[src/rtl/hotalert_pkg.sv]
package hotalert_pkg;
    localparam int NUM_EV    = 10;
    localparam int NUM_DG    = 5;
    localparam int NUM_COND  = 8;
    localparam int EV_PEAK   = 0;
    localparam int EV_AVG    = 1;
    localparam int EV_DCH1   = 2;
    localparam int EV_DCH2   = 3;
    localparam int EV_CMP    = 4;
    localparam int EV_SYSV   = 5;
    localparam int EV_ADPT   = 6;
    localparam int EV_BATT   = 7;
    localparam int EV_LOWVIN = 8;
    localparam int EV_EXIT   = 9;
    localparam int K83       = 106;
    localparam int K91       = 117;
    localparam int KSHIFT    = 7;
endpackage

[src/rtl/hotalert_deglitch.sv]
module hotalert_deglitch #(
    parameter int SHIFT = 0
) (
    input  logic       clk,
    input  logic       rst_n,
    input  logic       raw,
    input  logic [1:0] code,
    output logic       filt
);
    localparam int CW = SHIFT + 5;

    logic [CW-1:0] cnt_d, cnt_q, need;
    logic          filt_d, filt_q;

    assign need = CW'(1) << (CW'(SHIFT) + CW'(code));

    always_comb begin
        cnt_d  = '0;
        filt_d = 1'b0;
        if (raw) begin
            cnt_d  = (cnt_q >= need) ? cnt_q : cnt_q + CW'(1);
            filt_d = (cnt_q + CW'(1)) >= need;
        end
    end

    always_ff @(posedge clk or negedge rst_n) begin
        if (!rst_n) begin
            cnt_q  <= '0;
            filt_q <= 1'b0;
        end else begin
            cnt_q  <= cnt_d;
            filt_q <= filt_d;
        end
    end

    assign filt = filt_q;
endmodule

[src/rtl/hotalert_vin_cmp.sv]
module hotalert_vin_cmp
    import hotalert_pkg::*;
#(
    parameter int VW = 8
) (
    input  logic [VW-1:0] vbus,
    input  logic [VW-1:0] setpt,
    input  logic          lower,
    input  logic          sel_hi,
    output logic          below
);
    localparam int PW = VW + KSHIFT;

    logic [VW-1:0] t83, t91, thr;

    assign t83 = VW'(({{KSHIFT{1'b0}}, setpt} * PW'(K83)) >> KSHIFT);
    assign t91 = VW'(({{KSHIFT{1'b0}}, setpt} * PW'(K91)) >> KSHIFT);

    always_comb begin
        if (!lower)      thr = setpt;
        else if (sel_hi) thr = t91;
        else             thr = t83;
    end

    assign below = vbus < thr;
endmodule

[src/rtl/hotalert_agg.sv]
module hotalert_agg
    import hotalert_pkg::*;
#(
    parameter int VW       = 8,
    parameter int PW_BASE  = 4,
    parameter int DG_SHIFT = 0
) (
    input  logic                  clk,
    input  logic                  rst_n,
    input  logic [NUM_COND-1:0]   cond_in,
    input  logic                  exit_assist,
    input  logic [VW-1:0]         vbus_lvl,
    input  logic [VW-1:0]         vin_set,
    input  logic                  vin_lower,
    input  logic                  vin_sel91,
    input  logic [NUM_EV-1:0]     ev_en,
    input  logic [2*NUM_DG-1:0]   dg_code,
    input  logic [1:0]            pw_sel,
    input  logic                  ext_mode,
    input  logic                  clr_alert,
    input  logic                  clr_lowvin,
    input  logic                  clr_exit,
    output logic                  alert_n,
    output logic [NUM_EV-1:0]     stat
);
    localparam int PW_CW = $clog2(PW_BASE * 8) + 1;

    typedef struct packed {
        logic [PW_CW-1:0]  pw_cnt;
        logic              hold;
        logic              low;
        logic              armed;
        logic [NUM_EV-1:0] stat;
    } state_t;

    state_t s_d, s_q;

    logic [NUM_DG-1:0] dg_raw, dg_filt;
    logic [NUM_EV-1:0] ev_act, en_eff, trig, clr_vec;
    logic              vin_below, any_trig;
    logic [PW_CW-1:0]  pw_w;

    // Deglitch filters for current and comparator events
    always_comb begin
        dg_raw         = cond_in[NUM_DG-1:0];
        dg_raw[EV_CMP] = ~cond_in[EV_CMP] & s_q.armed;
    end

    for (genvar g = 0; g < NUM_DG; g++) begin : g_dg
        hotalert_deglitch #(.SHIFT(DG_SHIFT)) u_dg (
            .clk   (clk),
            .rst_n (rst_n),
            .raw   (dg_raw[g]),
            .code  (dg_code[2*g +: 2]),
            .filt  (dg_filt[g])
        );
    end

    hotalert_vin_cmp #(.VW(VW)) u_vin (
        .vbus   (vbus_lvl),
        .setpt  (vin_set),
        .lower  (vin_lower),
        .sel_hi (vin_sel91),
        .below  (vin_below)
    );

    always_comb begin
        ev_act                       = '0;
        ev_act[NUM_DG-1:0]           = dg_filt;
        ev_act[NUM_COND-1:NUM_DG]    = cond_in[NUM_COND-1:NUM_DG];
        ev_act[EV_LOWVIN]            = vin_below;
        ev_act[EV_EXIT]              = exit_assist;

        en_eff   = ev_en | (NUM_EV'(1) << EV_EXIT);
        trig     = ev_act & en_eff;
        any_trig = |trig;

        clr_vec            = {NUM_EV{clr_alert}};
        clr_vec[EV_LOWVIN] = clr_lowvin;
        clr_vec[EV_EXIT]   = clr_exit;

        pw_w = PW_CW'(PW_BASE) << pw_sel;

        s_d       = s_q;
        s_d.armed = s_q.armed | cond_in[EV_CMP];
        s_d.stat  = trig | (s_q.stat & ~clr_vec);

        if (any_trig && !s_q.low)
            s_d.pw_cnt = pw_w - PW_CW'(1);
        else if (s_q.pw_cnt != '0)
            s_d.pw_cnt = s_q.pw_cnt - PW_CW'(1);
        else
            s_d.pw_cnt = '0;

        s_d.hold = ext_mode & (any_trig | (s_q.hold & ~clr_alert));
        s_d.low  = any_trig | (s_q.pw_cnt != '0) | s_d.hold
                 | s_d.stat[EV_LOWVIN] | s_d.stat[EV_EXIT];
    end

    always_ff @(posedge clk or negedge rst_n) begin
        if (!rst_n) s_q <= '0;
        else        s_q <= s_d;
    end

    assign alert_n = ~s_q.low;
    assign stat    = s_q.stat;
endmodule

[config.mk]
export PLATFORM = sky130hd
export DESIGN_NAME = hotalert_agg
export DESIGN_NICKNAME = d
export VERILOG_FILES = /design/src/rtl/hotalert_pkg.sv /design/src/rtl/hotalert_deglitch.sv /design/src/rtl/hotalert_vin_cmp.sv /design/src/rtl/hotalert_agg.sv
export SDC_FILE = /design/constraint.sdc
export NUM_CORES = 1
export LEC_CHECK = 0
export ABC_AREA = 1
export BUFFER_PORTS_ARGS = -buffer_cell sky130_fd_sc_hd__buf_2
export CAP_MARGIN = 20
export CORE_MARGIN = 2
export CORE_UTILIZATION = 60
export DETAILED_ROUTE_END_ITERATION = 10
export PLACE_DENSITY = 0.85
export SLEW_MARGIN = 40
export SYNTH_ARGS = -nofsm -noshare
export SYNTH_HDL_FRONTEND = slang
export SYNTH_HIERARCHICAL = 1
export SYNTH_SLANG_ARGS = --single-unit
[constraint.sdc]
create_clock -name clk -period 2 [get_ports clk]
set_input_delay 0 -clock clk [delete_from_list [all_inputs] [get_ports clk]]
set_output_delay 0 -clock clk [all_outputs]
set_load 0.01 [all_outputs]
==> results.md <==
- Total grt overflow: 0
- Simple-gate portion of the synthesized area: 26.0%
- Per-cell routed wire length: 16.0 um
- Clk_lat worst skew: 0.31 ns
- Tightest Hold Check Type: in -> reg
- Final hold vios: 0
- PnR worst setup slack: -2.48 ns
- TritonCTS clock tree: done
- Setup-failing EPs final: 9
- Mux contribution to synthesized area: 0%
- Slew @ Worst Pin: 0.729 ns
- Largest family of logic cells by synthesized area: adder cells
- DR vias: 5,980
- Area Growth Syn to Fin: 25.9%
- CTS buffer count: 5
- Largest net degree at the start of global routing: 33
- # port buffers: 64
- Core Rows: 36
- Die height: 104 um
- Leakage: 4.37 nW
- Crit. End Element: flip-flop
- Outcome: complete, but fails checks
- Ys async rst share: 100%
- Max_cap viols: 0
- Final GP Congestion: 0.921
- Tmin final: 4.48 ns
- Xor/xnor cell area share of the yosys netlist: 3.81%
- Main synth FF type: dfrtp_1
- Worst stage delay on the critical path: 0.51 ns
- DRT Pass-1 Iters: 5
- DIE AREA: 10,900 um^2
- Complex-gate fraction of the synthesized area: 8.65%
- Antenna violations before repair: 1
- Net Sw Power: 3.39 mW
- Ports: 66
- H-tree levels: 2
- Seq pwr share: 20.5%
- Critical Path AT: 4.69 ns
- Unrepaired setup endpoints after global routing: true
- Via/cell ratio: 5.59
- Final clock period utilization by the worst path: 224%
- DR iter-0 viols: 370
- Setup_tns: -21.66 ns
- CTS root buf: clkbuf_8
- Buf/Inv on CP: 2
- Routed Wire Length: 17.1 mm
- Clock buffer depth: 2
- Yosys cell types: 41
- Worst-path clk slew: 0.10 ns
- Multi-input gate area: 4480 um^2
- Crit Path Category: in -> reg
- Reg area: 1230 um^2
- Syn Area/Cell: 7.71 um^2
- Synth Warn #: 6
- Ant diodes: 0
- Filler cells: 656
- Post-synth EDFFs: 0
- Initial core utilization: 61.9%
- Mapped Nets: 977
- Largest fanout on the critical path: 6
- Synthesis-stage register bit count: 49
- Adder and majority gate portion of the synthesized area: 30.9%
- Internal power: 3.79 mW
- Core Area: 9770 um^2
- Crit path launch type: primary input
- Combinational share of power: 69.4%
- Share of the synthesized area in the top cell type: 24.6%
- Clk_skew: 0.0146 ns
- Power share of the clock group: 10.1%
- Layout cells sized above 1: 26.5%
- Post-Syn Area: 6050 um^2
- Crit path top cell by count: nand2_2
- Mapped Cells: 784
- Fmax: 223 MHz
- Clock Sinks: 49
- Max stage delay cell, worst path: fa_1
- Largest area contributor in the netlist: ha_1
- Failing checks: negative setup slack
- Final max-slew violation count: 0
- DRC violation count after routing: 0
- Final core occ: 77.9%
- Max_slew headroom: 51.4%
- Crit path max-delay family: adder cells
- Switching share of power: 47.2%
- GRT Util Overall: 29.6%
- Worst IR drop on VDD: 0.645 mV
- First-pass GRT wire length: 26.7 mm
- Sequential area share after synthesis: 20.3%
- Die Wd: 104 um
- Routed Antenna Nets: 0
- Cell area power density: 942 nW/um^2
- Vias in the first global route: 5,912
- CP required: 2.21 ns
- Area contributors post-synth: ha_1, dfrtp_1, nand2_1
- HPWL after detailed placement: 11.7 mm
- Layout Nets: 1,128
cells in the final DEF, fill, tap and decap left out, drive strengths merged, types with 5 or more instances in the layout:
cell | Yosys | final
nand2 | 197 | 197
buf | 16 | 141
inv | 128 | 128
ha | 119 | 119
nand3 | 57 | 57
a21oi | 51 | 51
dfrtp | 49 | 49
nor2 | 44 | 44
nand4 | 31 | 31
dlygate4sd3 | 0 | 20
fa | 19 | 19
xor2 | 15 | 15
o21ai | 15 | 15
or2 | 9 | 9
clkinv | 6 | 7
xnor2 | 7 | 7
clkbuf | 1 | 5
synthesized netlist by cell type (6+ instances only):
cell / count
o21ai_1: 6
nor2_1: 41
nand4_1: 30
xor2_1: 15
or2_2: 7
o21ai_0: 9
a21oi_1: 41
buf_4: 10
nand2_1: 191
nand3_1: 51
fa_1: 19
ha_1: 119
dfrtp_1: 49
nand2_4: 6
inv_1: 128
metal layers:
| layer | GRT usage [%] | part of all wire [%] |
|---|---|---|
| met5 | 0 | 0 |
| met3 | 4.82 | 5.4 |
| met2 | 51.9 | 49 |
| met1 | 37.0 | 41 |
| met4 | 9.65 | 4.7 |
worst paths after layout:
| kind | slack, ns | endpoint | depth (start not counted) | from |
|---|---|---|---|---|
| hold reg to reg | 0.46 | s_q[13] | 1 | s_q[13] |
| hold / removal | 0.02 | stat[9] | 4 | clr_exit |
| min in group asynchronous | 0.28 | s_q[11] | 2 | rst_n |
| setup reg to reg | 0.36 | g_dg[0].u_dg/cnt_q[2] | 7 | g_dg[0].u_dg/cnt_q[3] |
| setup / recovery | -2.48 | s_q[16] | 27 | vin_set[5] |
| max in group asynchronous | 1.07 | g_dg[2].u_dg/cnt_q[4] | 3 | rst_n |
timing repair:
action                                 CTS  global route
gates cloned                             0             0
gates resized for setup                 27            34
hold buffers                            20             0
setup endpoints to repair                9             9
pin swaps                               23            16
setup buffers                            3             1
endpoints found under the hold margin   48             0
kinds of logic (layout without fill, tap and decap cells):
kind of cell             count (synthesis)  in the layout
AND/OR/NAND/NOR                        342            342
AO/OA/AOI/OAI                           82             82
adder cells (fa/ha/maj)                138            138
flip-flops                              49             49
XOR/XNOR                                22             22
buffers and inverters                  151            303
sequential cells by signal (all words and copies together) (netlist names):
signal and count:
g_dg.u_dg/filt 5, stat 10, g_dg.u_dg/cnt_q 25, s_q 9
power by group through the flow:
stage	Combinational, mW	Clock (mW)	Sequential (mW)
global placement	4.01	0	1.47
global route	5.52	0.780	1.50
CTS	4.52	0.728	1.45
finish	4.98	0.726	1.47
detailed placement	4.18	0	1.47
floorplan	2.92	0	1.41
worst reg2reg max path, cell delays in order, from the launching register on:
cell	delay (ns)
dfrtp_1	0.46
ha_1	0.35
nand2_1	0.12
clkinv_2	0.10
a21oi_4	0.24
nand2_4	0.11
nand3_1	0.10
nand2_1	0.06
through the flow:
stage          area [um^2]  instances  hold WS [ns]  power [mW]  worst slack, ns
2_1_floorplan         6090        784        -0.296        4.33            -2.06
3_3_place_gp          7000       1037        0.0915        5.48            -2.38
3_5_place_dp          7000       1037        0.0999        5.66            -2.56
4_1_cts               7480       1068        0.0127        6.70            -2.00
5_1_grt               7620       1069        0.0245        7.80            -2.55
6_report              7620       1069        0.0182        7.18            -2.48
cell type report:
type,count,share of cell area (%)
Multi-Input combinational cell,584,58.8
Clock inverter,3,0.575
Tap cell,133,2.18
Inverter,134,6.77
Timing Repair Buffer,161,14.7
Clock buffer,5,0.903
Sequential cell,49,16.1
(Power assumes the default switching activity.)
